--- src/rtl/spf_pkg.sv ---
package spf_pkg;
    localparam int OP_W    = 4;
    localparam int ADDR_W  = 4;
    localparam int DATA_W  = 16;
    localparam int FRAME_W = OP_W + ADDR_W + DATA_W;
    localparam int CNT_W   = $clog2(FRAME_W);
    localparam int HDR_W   = OP_W + ADDR_W;

    localparam logic [OP_W-1:0] OP_READ_STORE = 4'h9;
    localparam logic [OP_W-1:0] OP_READ_WIPER = 4'hA;

    typedef struct packed {
        logic [OP_W-1:0]   op;
        logic [ADDR_W-1:0] addr;
        logic [DATA_W-1:0] data;
    } frame_t;

    function automatic logic wants_readback(input logic [OP_W-1:0] op);
        return (op == OP_READ_STORE) || (op == OP_READ_WIPER);
    endfunction
endpackage

--- src/rtl/spf_sync.sv ---
module spf_sync #(
    parameter int         N      = 3,
    parameter int         STAGES = 2,
    parameter logic [N-1:0] INIT = '0
) (
    input  logic         clk,
    input  logic         rst,
    input  logic [N-1:0] d_async,
    output logic [N-1:0] q_sync
);
    for (genvar b = 0; b < N; b++) begin : g_bit
        logic [STAGES-1:0] chain;
        always_ff @(posedge clk) begin
            if (rst) chain <= {STAGES{INIT[b]}};
            else     chain <= {chain[STAGES-2:0], d_async[b]};
        end
        assign q_sync[b] = chain[STAGES-1];
    end
endmodule

--- src/rtl/spf_edges.sv ---
module spf_edges (
    input  logic clk,
    input  logic rst,
    input  logic sclk_s,
    input  logic csn_s,
    output logic sclk_rise,
    output logic sclk_fall,
    output logic frame_start,
    output logic frame_end
);
    logic sclk_d, csn_d;

    always_ff @(posedge clk) begin
        if (rst) begin
            sclk_d <= 1'b0;
            csn_d  <= 1'b1;
        end else begin
            sclk_d <= sclk_s;
            csn_d  <= csn_s;
        end
    end

    assign sclk_rise   =  sclk_s & ~sclk_d & ~csn_s;
    assign sclk_fall   = ~sclk_s &  sclk_d & ~csn_s;
    assign frame_start = ~csn_s &  csn_d;
    assign frame_end   =  csn_s & ~csn_d;
endmodule

--- src/rtl/spf_shifter.sv ---
module spf_shifter
    import spf_pkg::*;
(
    input  logic              clk,
    input  logic              rst,
    input  logic              sdi_s,
    input  logic              sclk_rise,
    input  logic              sclk_fall,
    input  logic              frame_start,
    input  logic              frame_end,
    input  logic              busy,
    input  logic              rb_pending,
    input  logic [DATA_W-1:0] rd_value,
    output logic [FRAME_W-1:0] sr,
    output logic              frame_ok,
    output logic              rb_taken,
    output logic              sdo_q,
    output logic              in_frame
);
    logic [CNT_W-1:0] cnt;
    logic             full;
    logic             locked;

    assign rb_taken = frame_start & ~busy & rb_pending;
    assign frame_ok = ~locked & full & (cnt == '0);

    always_ff @(posedge clk) begin
        if (rst) begin
            sr       <= '0;
            cnt      <= '0;
            full     <= 1'b0;
            locked   <= 1'b0;
            sdo_q    <= 1'b0;
            in_frame <= 1'b0;
        end else if (frame_start) begin
            locked   <= busy;
            cnt      <= '0;
            full     <= 1'b0;
            in_frame <= 1'b1;
            sdo_q    <= sr[FRAME_W-1];
            if (rb_taken) sr <= {sr[FRAME_W-1:DATA_W], rd_value};
        end else if (frame_end) begin
            in_frame <= 1'b0;
        end else if (in_frame && !locked) begin
            if (sclk_rise) begin
                sr <= {sr[FRAME_W-2:0], sdi_s};
                if (cnt == CNT_W'(FRAME_W - 1)) begin
                    cnt  <= '0;
                    full <= 1'b1;
                end else begin
                    cnt <= cnt + 1'b1;
                end
            end
            if (sclk_fall) sdo_q <= sr[FRAME_W-1];
        end
    end


    locked_hold_chk: assert property (@(posedge clk) disable iff (rst)
        (locked && in_frame && !frame_start) |=> $stable(sr));


    sdo_edge_chk: assert property (@(posedge clk) disable iff (rst)
        (!sclk_fall && !frame_start) |=> $stable(sdo_q));
endmodule

--- src/rtl/spf_issue.sv ---
module spf_issue
    import spf_pkg::*;
(
    input  logic               clk,
    input  logic               rst,
    input  logic               frame_end,
    input  logic               frame_ok,
    input  logic               busy,
    input  logic               rb_taken,
    input  logic [FRAME_W-1:0] sr,
    output logic               cmd_valid,
    output frame_t             cmd,
    output logic               rb_pending
);
    frame_t incoming;
    logic   accept;

    assign incoming = frame_t'(sr);
    assign accept   = frame_end & frame_ok & ~busy;

    always_ff @(posedge clk) begin
        if (rst) begin
            cmd_valid  <= 1'b0;
            cmd        <= '0;
            rb_pending <= 1'b0;
        end else begin
            cmd_valid <= accept;
            if (rb_taken) rb_pending <= 1'b0;
            if (accept) begin
                cmd <= incoming;
                if (wants_readback(incoming.op)) rb_pending <= 1'b1;
            end
        end
    end


    strobe_width_chk: assert property (@(posedge clk) disable iff (rst)
        cmd_valid |=> !cmd_valid);


    busy_block_chk: assert property (@(posedge clk) disable iff (rst)
        $rose(cmd_valid) |-> !$past(busy));


    readback_arm_chk: assert property (@(posedge clk) disable iff (rst)
        (cmd_valid && wants_readback(cmd.op)) |-> rb_pending);
endmodule

--- src/rtl/spi_frame_port.sv ---
module spi_frame_port
    import spf_pkg::*;
#(
    parameter int SYNC_STAGES = 2
) (
    input  logic              clk,
    input  logic              rst,
    input  logic              spi_csn,
    input  logic              spi_sclk,
    input  logic              spi_sdi,
    output logic              spi_sdo,
    output logic              spi_sdo_oe,
    input  logic              busy,
    input  logic [DATA_W-1:0] rd_value,
    output logic              cmd_valid,
    output logic [OP_W-1:0]   cmd_op,
    output logic [ADDR_W-1:0] cmd_addr,
    output logic [DATA_W-1:0] cmd_data
);
    logic [2:0]         raw_pins, sync_pins;
    logic               sclk_s, csn_s, sdi_s;
    logic               sclk_rise, sclk_fall, frame_start, frame_end;
    logic [FRAME_W-1:0] sr;
    logic               frame_ok, rb_taken, rb_pending, sdo_q, in_frame;
    frame_t             cmd;

    assign raw_pins = {spi_csn, spi_sclk, spi_sdi};
    assign {csn_s, sclk_s, sdi_s} = sync_pins;

    spf_sync #(.N(3), .STAGES(SYNC_STAGES), .INIT(3'b100)) u_sync (
        .clk(clk), .rst(rst), .d_async(raw_pins), .q_sync(sync_pins)
    );

    spf_edges u_edges (
        .clk(clk), .rst(rst), .sclk_s(sclk_s), .csn_s(csn_s),
        .sclk_rise(sclk_rise), .sclk_fall(sclk_fall),
        .frame_start(frame_start), .frame_end(frame_end)
    );

    spf_shifter u_shift (
        .clk(clk), .rst(rst), .sdi_s(sdi_s),
        .sclk_rise(sclk_rise), .sclk_fall(sclk_fall),
        .frame_start(frame_start), .frame_end(frame_end),
        .busy(busy), .rb_pending(rb_pending), .rd_value(rd_value),
        .sr(sr), .frame_ok(frame_ok), .rb_taken(rb_taken),
        .sdo_q(sdo_q), .in_frame(in_frame)
    );

    spf_issue u_issue (
        .clk(clk), .rst(rst), .frame_end(frame_end), .frame_ok(frame_ok),
        .busy(busy), .rb_taken(rb_taken), .sr(sr),
        .cmd_valid(cmd_valid), .cmd(cmd), .rb_pending(rb_pending)
    );

    assign spi_sdo    = sdo_q;
    assign spi_sdo_oe = ~spi_csn & in_frame;
    assign cmd_op     = cmd.op;
    assign cmd_addr   = cmd.addr;
    assign cmd_data   = cmd.data;


    issue_at_end_chk: assert property (@(posedge clk) disable iff (rst)
        $rose(cmd_valid) |-> $past(frame_end));
endmodule

--- config.mk ---
export PLATFORM = sky130hd
export DESIGN_NAME = spi_frame_port
export DESIGN_NICKNAME = d
export VERILOG_FILES = /design/src/rtl/spf_pkg.sv /design/src/rtl/spf_sync.sv /design/src/rtl/spf_edges.sv /design/src/rtl/spf_shifter.sv /design/src/rtl/spf_issue.sv /design/src/rtl/spi_frame_port.sv
export SDC_FILE = /design/constraint.sdc
export NUM_CORES = 1
export LEC_CHECK = 0
export BUFFER_PORTS_ARGS = -buffer_cell sky130_fd_sc_hd__buf_2
export CORE_ASPECT_RATIO = 1.75
export CORE_MARGIN = 2
export CORE_UTILIZATION = 40
export CTS_BUF_LIST = sky130_fd_sc_hd__clkbuf_8
export DETAILED_ROUTE_END_ITERATION = 10
export SETUP_SLACK_MARGIN = 0.3
export SLEW_MARGIN = 10
export SYNTH_ARGS = -nofsm -noshare
export SYNTH_HDL_FRONTEND = slang
export SYNTH_SLANG_ARGS = --single-unit
export TNS_END_PERCENT = 20
--- constraint.sdc ---
create_clock -name clk -period 1.8 [get_ports clk]
set_input_delay 0.27 -clock clk [delete_from_list [all_inputs] [get_ports clk]]
set_output_delay 0.27 -clock clk [all_outputs]
set_load 0.01 [all_outputs]
==> impl_metrics.yaml, run 1 <==
critical_path:
  cp.arrival_ns: 1.96
  slowest_stage: "or3b_4"
  path_buf_inv: 4
  path_class: "reg -> reg"
  endpoint_kind: "flop"
  critical_path.top_delay_family: "buffers and inverters"
  rrSetupSlack_ns: 0.05
  critPathMaxStageDelay_ns: 0.41
  crit_chain: "inv_2, ha_4, or3b_4, o31ai_4, buf_6, buf_6, clkbuf_16, a211oi_2"
  crit_path_start_kind: "flop"
  path_max_fanout: 8
  crit_top_cell: "buf_6"
  required_ns: 2.02
power:
  p_clk_frac: 0.422
  p_sw_frac: 0.212
  p_sw_mw: 0.590
  p_leak_nw: 1.53
  internal_power_mw: 2.20
  powerDensity_mw_per_mm2: 796
  power.total_mw: 2.79
  peakVddDrop_v: 0.000531
  p_seq_frac: 0.536
  power.share.combinational: 0.042
grt:
  grt_use_total: 0.153
  grt_antenna_before_repair: 0
  grt_first_pass_wirelength_um: 8580
  grt_max_degree: 58
  grt_overflow: 0
  first_global_vias: 1848
cells_and_area:
  fin_cells: 408
  fill_cells: 652
  diodes: 0
  finish.utilization: 0.536
  final_nets: 347
  seq_area_mm2: 0.00135
  syn_to_final_growth_pct: 28.6
  drive_gt1_frac: 0.350
  fin_area_mm2: 0.00350
  multiInputGateArea_mm2: 0.00134
yosys:
  ys_ff_latch: 67
  synth_mux_area_frac: 0.187
  synth_compound_area_frac: 0.0937
  synth_top_family_by_area: "multiplexers"
  synth_area_mm2: 0.00273
  synthTopCellsByArea: "dfxtp_1, mux2i_1, nor2_1, a211oi_2, ha_1"
  synth_common_cells: "dfxtp_1, nor2_1, mux2i_1, a211oi_2, clkbuf_1"
  yosysUniqueCellTypes: 34
  netlist.top_cell.by_area: "dfxtp_1"
  synthXorXnorAreaFrac: 0.0129
  syn_nets: 285
  yosysWarnings: 0
  synth_fa_ha_area_frac: 0.0184
  synth_edf_count: 0
  yosys.area_share.simple: 0.156
  postSynth.asyncResetShare: 0
  synth_ff_type: "dfxtp_1"
  netlist.area_leader.share: 0.492
  syn_inst: 259
  seq_area_frac_synth: 0.492
  syn_area_per_cell_um2: 10.5
  yosysMostFrequentCell: "dfxtp_1"
drt:
  drt-total-wl_um: 5490
  wl_per_cell_um: 13.4
  drt_first_iter_violations: 88
  drc: 0
  drtPass1Iterations: 4
  vias: 1978
  drtAntennaViolNets: 0
  avgViaCountPerCell: 4.85
sta:
  setup_violations: 0
  worstMarginPinSlew_ns: 0.291
  fin_crit_sh: 0.971
  skew_ns: 0.00659
  fmax_mhz: 572
  slew_violations: 0
  hold_viol: 0
  period_minus_slack_ns: 1.75
  rsz0062_at_grt: "yes"
  setup_ws_ns: 0.0515
  maxSlewHeadroom: 0.806
placement:
  dp_cells: 386
  placed_cell_area_mm2: 0.00313
  place_congestion: 0.793
  portBuffers: 48
  dp_hpwl_um: 3640
  dp_slack_ns: 0.0158
floorplan:
  dieHeight_um: 113
  num_rows: 39
  start_util: 0.417
  io_pins: 49
  core_region_area_mm2: 0.00654
  die_w_um: 66.4
  die_area_mm2: 0.00752
clock_network:
  htree_levels: 3
  cts_tree: "done"
  clock_sinks: 67
  clockBufferDepth: 2
  worstSkewPairLatency_ns: 0.33
  clk_pin_slew_ns: 0.07
  cts_inserted_buffers: 9
  root_buffer: "clkbuf_8"
outcome:
  outcome: "complete, no violations"
run:
  maxCapViolCount: 0
hold_path:
  hp-class: "in -> reg"
==> layer usage <==
layer	track usage	share of wire	vias up
li1	-	-	1009
met1	0.169	0.41	924
met2	0.257	0.53	37
met3	0.0398	0.038	8
met4	0.0898	0.021	0
met5	0	0	-
==> through the flow <==
stage	hold slack [ns]	setup TNS [ns]
3_3_place_gp	0.403	0
6_report	0.140	0
4_1_cts	0.117	0
2_1_floorplan	0.374	0
5_1_grt	0.127	-0.0687
3_5_place_dp	0.402	0
==> power by group through the flow <==
stage	sequential, mW	combinational (mW)	clock (mW)
finish	1.49	0.118	1.18
global route	1.49	0.129	1.29
floorplan	1.53	0.0656	0
CTS	1.50	0.115	1.22
detailed placement	1.53	0.115	0
global placement	1.53	0.115	0
==> worst register-to-register path, delay by kind of cell, from the launching register on <==
kind                     cells  cell delay [ns]
adder cells (fa/ha/maj)      1             0.15
AO/OA/AOI/OAI                2             0.26
flip-flops                   1             0.34
buffers and inverters        4             0.48
AND/OR/NAND/NOR              1             0.41
==> state kept, by name (all words and copies together) (netlist names) <==
name                count
u_issue.rb_pending      1
u_shift.cnt             5
u_issue.cmd_valid       1
u_sync.g_bit.chain      6
u_edges.sclk_d          1
u_shift.locked          1
u_shift.sdo_q           1
u_edges.csn_d           1
u_shift.full            1
u_issue.cmd            24
u_shift.in_frame        1
u_shift.sr             24
==> worst paths after layout <==
check                                       from  depth (start not counted)                                  end
min                                      spi_csn                          2  u_sync.g_bit[2].chain[0]$_SDFF_PP1_
max                     u_edges.csn_d$_SDFF_PP1_                          8          u_shift.sr[15]$_SDFFE_PP0P_
max reg2reg             u_edges.csn_d$_SDFF_PP1_                          8          u_shift.sr[15]$_SDFFE_PP0P_
min reg2reg  u_sync.g_bit[2].chain[0]$_SDFF_PP1_                          1  u_sync.g_bit[2].chain[1]$_SDFF_PP1_
==> area by class of cell <==
| class | instances | share of cell area |
|---|---|---|
| clock buffer | 10 | 0.0393 |
| clock inverter | 6 | 0.0143 |
| inverter | 6 | 0.00643 |
| multi-input combinational | 170 | 0.383 |
| sequential | 67 | 0.386 |
| tap | 82 | 0.0293 |
| timing repair buffer | 67 | 0.142 |
==> what timing repair did <==
item / CTS / global route
hold buffers: 0 / 0
resized for setup: 3 / 22
setup endpoints to repair: 45 / 55
cloned: 1 / 2
pin swaps: 1 / 44
setup buffers: 1 / 2
==> cells by family after synthesis <==
logic type	after synthesis
simple gates	87
flops	67
mux	51
compound gates	24
buf+inv	22
xor+xnor	4
fa+ha+maj	4
==> placed cells by master, fill, tap and decap left out, types with 3 or more instances in the layout <==
cell      instances
buf_2            48
inv_1             9
a211oi_2         16
mux2i_1          51
clkbuf_8         10
nand3_1           3
xnor2_1           3
buf_4             8
nor2b_1           6
nand2_1           3
buf_12            3
buf_6             4
nor2_1           56
or2_2             3
dfxtp_1          63
(Power assumes the default switching activity.)
==> run 2, diff against run 1 <==
- clock period: 1.8 -> 1.4 ns (I/O delays scaled with it)
==> run 2 against run 1 <==
Net effect:
- the flow now finishes with violations (negative setup slack)
- largest cell class is now multi-input combinational cells
- power rose by 30%
- critical path type unchanged
- largest power group unchanged
- die area did not move
- sequential share of layout area fell by 1.1 points
==> impl_metrics.yaml, run 2 (synthesized netlist as in run 1, its figures left out) <==
grt:
  grt_antenna_before_repair: 0
  grt_first_pass_wirelength_um: 9440
  grt_overflow: 0
  grt_max_degree: 29
  grt_use_total: 0.166
  first_global_vias: 2049
run:
  maxCapViolCount: 0
sta:
  worstMarginPinSlew_ns: 0.303
  timing.hold.ws_ns: 0.0715
  setup_ws_ns: -0.341
  rsz0062_at_grt: "yes"
  fmax_mhz: 574
  slew_violations: 0
  skew_ns: 0.00650
  period_minus_slack_ns: 1.74
  maxSlewHeadroom: 0.798
  hold_viol: 0
  setup_violations: 55
  fin_crit_sh: 1.24
drt:
  drtAntennaViolNets: 0
  drtPass1Iterations: 4
  route.met3.wl_um: 211
  met1_length_um: 2250
  drt-total-wl_um: 5540
  vias: 2079
  drc: 0
  avgViaCountPerCell: 4.91
  wl_met2_um: 2890
  drt_first_iter_violations: 65
  highest_layer: "met4"
  wl_per_cell_um: 13.1
floorplan:
  start_util: 0.417
  die_w_um: 66.4
  core_region_area_mm2: 0.00654
  num_rows: 39
  io_pins: 49
  dieHeight_um: 113
  die_area_mm2: 0.00752
cells_and_area:
  finish.utilization: 0.550
  drive_gt1_frac: 0.387
  fin_cells: 423
  diodes: 0
  final_nets: 364
  fin_area_mm2: 0.00360
  final_common_cell: "dfxtp_1"
  syn_to_final_growth_pct: 32.0
  layout_common_cells: "dfxtp_1, nor2_1, mux2i_1"
  fill_cells: 631
  reg_top3: "u_issue.cmd x24, u_shift.sr x24, u_sync.g_bit.chain x6"
clock_network:
  worstSkewPairLatency_ns: 0.35
  hold_buffers: 0
  htree_levels: 3
  cts_inserted_buffers: 9
  clock_sinks: 67
  clk_pin_slew_ns: 0.06
  root_buffer: "clkbuf_8"
  clockBufferDepth: 2
  cts_tree: "done"
outcome:
  violations: "negative setup slack"
  outcome: "complete, but fails checks"
critical_path:
  path_max_fanout: 15
  crit_chain: "inv_2, ha_4, or3b_4, o31ai_4, buf_6, buf_16, nor2_4, a211oi_2"
  path_class: "reg -> reg"
  slowest_stage: "or3b_4"
  critPathMaxStageDelay_ns: 0.41
  cp.arrival_ns: 2.01
  required_ns: 1.67
  endpoint_kind: "flop"
  crit_path_start_kind: "flop"
power:
  peakVddDrop_v: 0.000641
  power.total_mw: 3.62
  powerDensity_mw_per_mm2: 1010
  p_leak_nw: 1.59
placement:
  dp_hpwl_um: 3930
  portBuffers: 48
  placed_cell_area_mm2: 0.00326
  place_congestion: 0.781
  dp_cells: 403
hold_path:
  hp-class: "in -> reg"
## run 2: repair_timing
item	CTS	global route
endpoints found under the setup margin	60	60
pin swaps	10	12
setup buffers	5	0
cloned	1	0
gates resized for setup	18	8
## run 2: critical path: cells and delay by family (launching register included)
| family | cells | cell delay, ns |
|---|---|---|
| compound gates | 2 | 0.38 |
| fa+ha+maj | 1 | 0.15 |
| buf+inv | 3 | 0.35 |
| flops | 1 | 0.33 |
| simple gates | 2 | 0.45 |
## run 2: worst paths after layout
path,start,cells after the start,slack (ns),end
min reg2reg,u_sync.g_bit[2].chain[0]$_SDFF_PP1_,1,0.43,u_sync.g_bit[2].chain[1]$_SDFF_PP1_
min,spi_sclk,2,0.07,u_sync.g_bit[1].chain[0]$_SDFF_PP0_
max,u_edges.csn_d$_SDFF_PP1_,8,-0.34,u_shift.sr[15]$_SDFFE_PP0P_
max reg2reg,u_edges.csn_d$_SDFF_PP1_,8,-0.34,u_shift.sr[15]$_SDFFE_PP0P_
## run 2: final cells by class
class | instances | area [um2] | share of cell area
clock buffer | 10 | 138 | 0.0383
clock inverter | 4 | 45.0 | 0.0125
inverter | 6 | 22.5 | 0.00626
multi-input combinational | 170 | 1350 | 0.376
sequential | 67 | 1350 | 0.375
tap | 82 | 103 | 0.0285
timing repair buffer | 84 | 591 | 0.164
## run 2: power breakdown
part / leakage [nW] / total, mW / internal (mW) / switching [mW]
sequential: 0.541 / 1.92 / 1.92 / 0.00569
combinational: 0.955 / 0.173 / 0.0859 / 0.0868
clock: 0.0968 / 1.52 / 0.838 / 0.683
## run 2: per-stage QoR
step | worst slack, ns | TNS (ns)
floorplan | -0.335 | -9.39
global placement | -0.330 | -9.70
detailed placement | -0.386 | -11.05
CTS | -0.345 | -11.08
global route | -0.409 | -15.51
finish | -0.341 | -9.83
## run 2: layer usage
layer	global-route usage	vias up
li1	-	1046
met1	0.187	980
met2	0.273	39
met3	0.0388	14
met4	0.106	0
met5	0	-
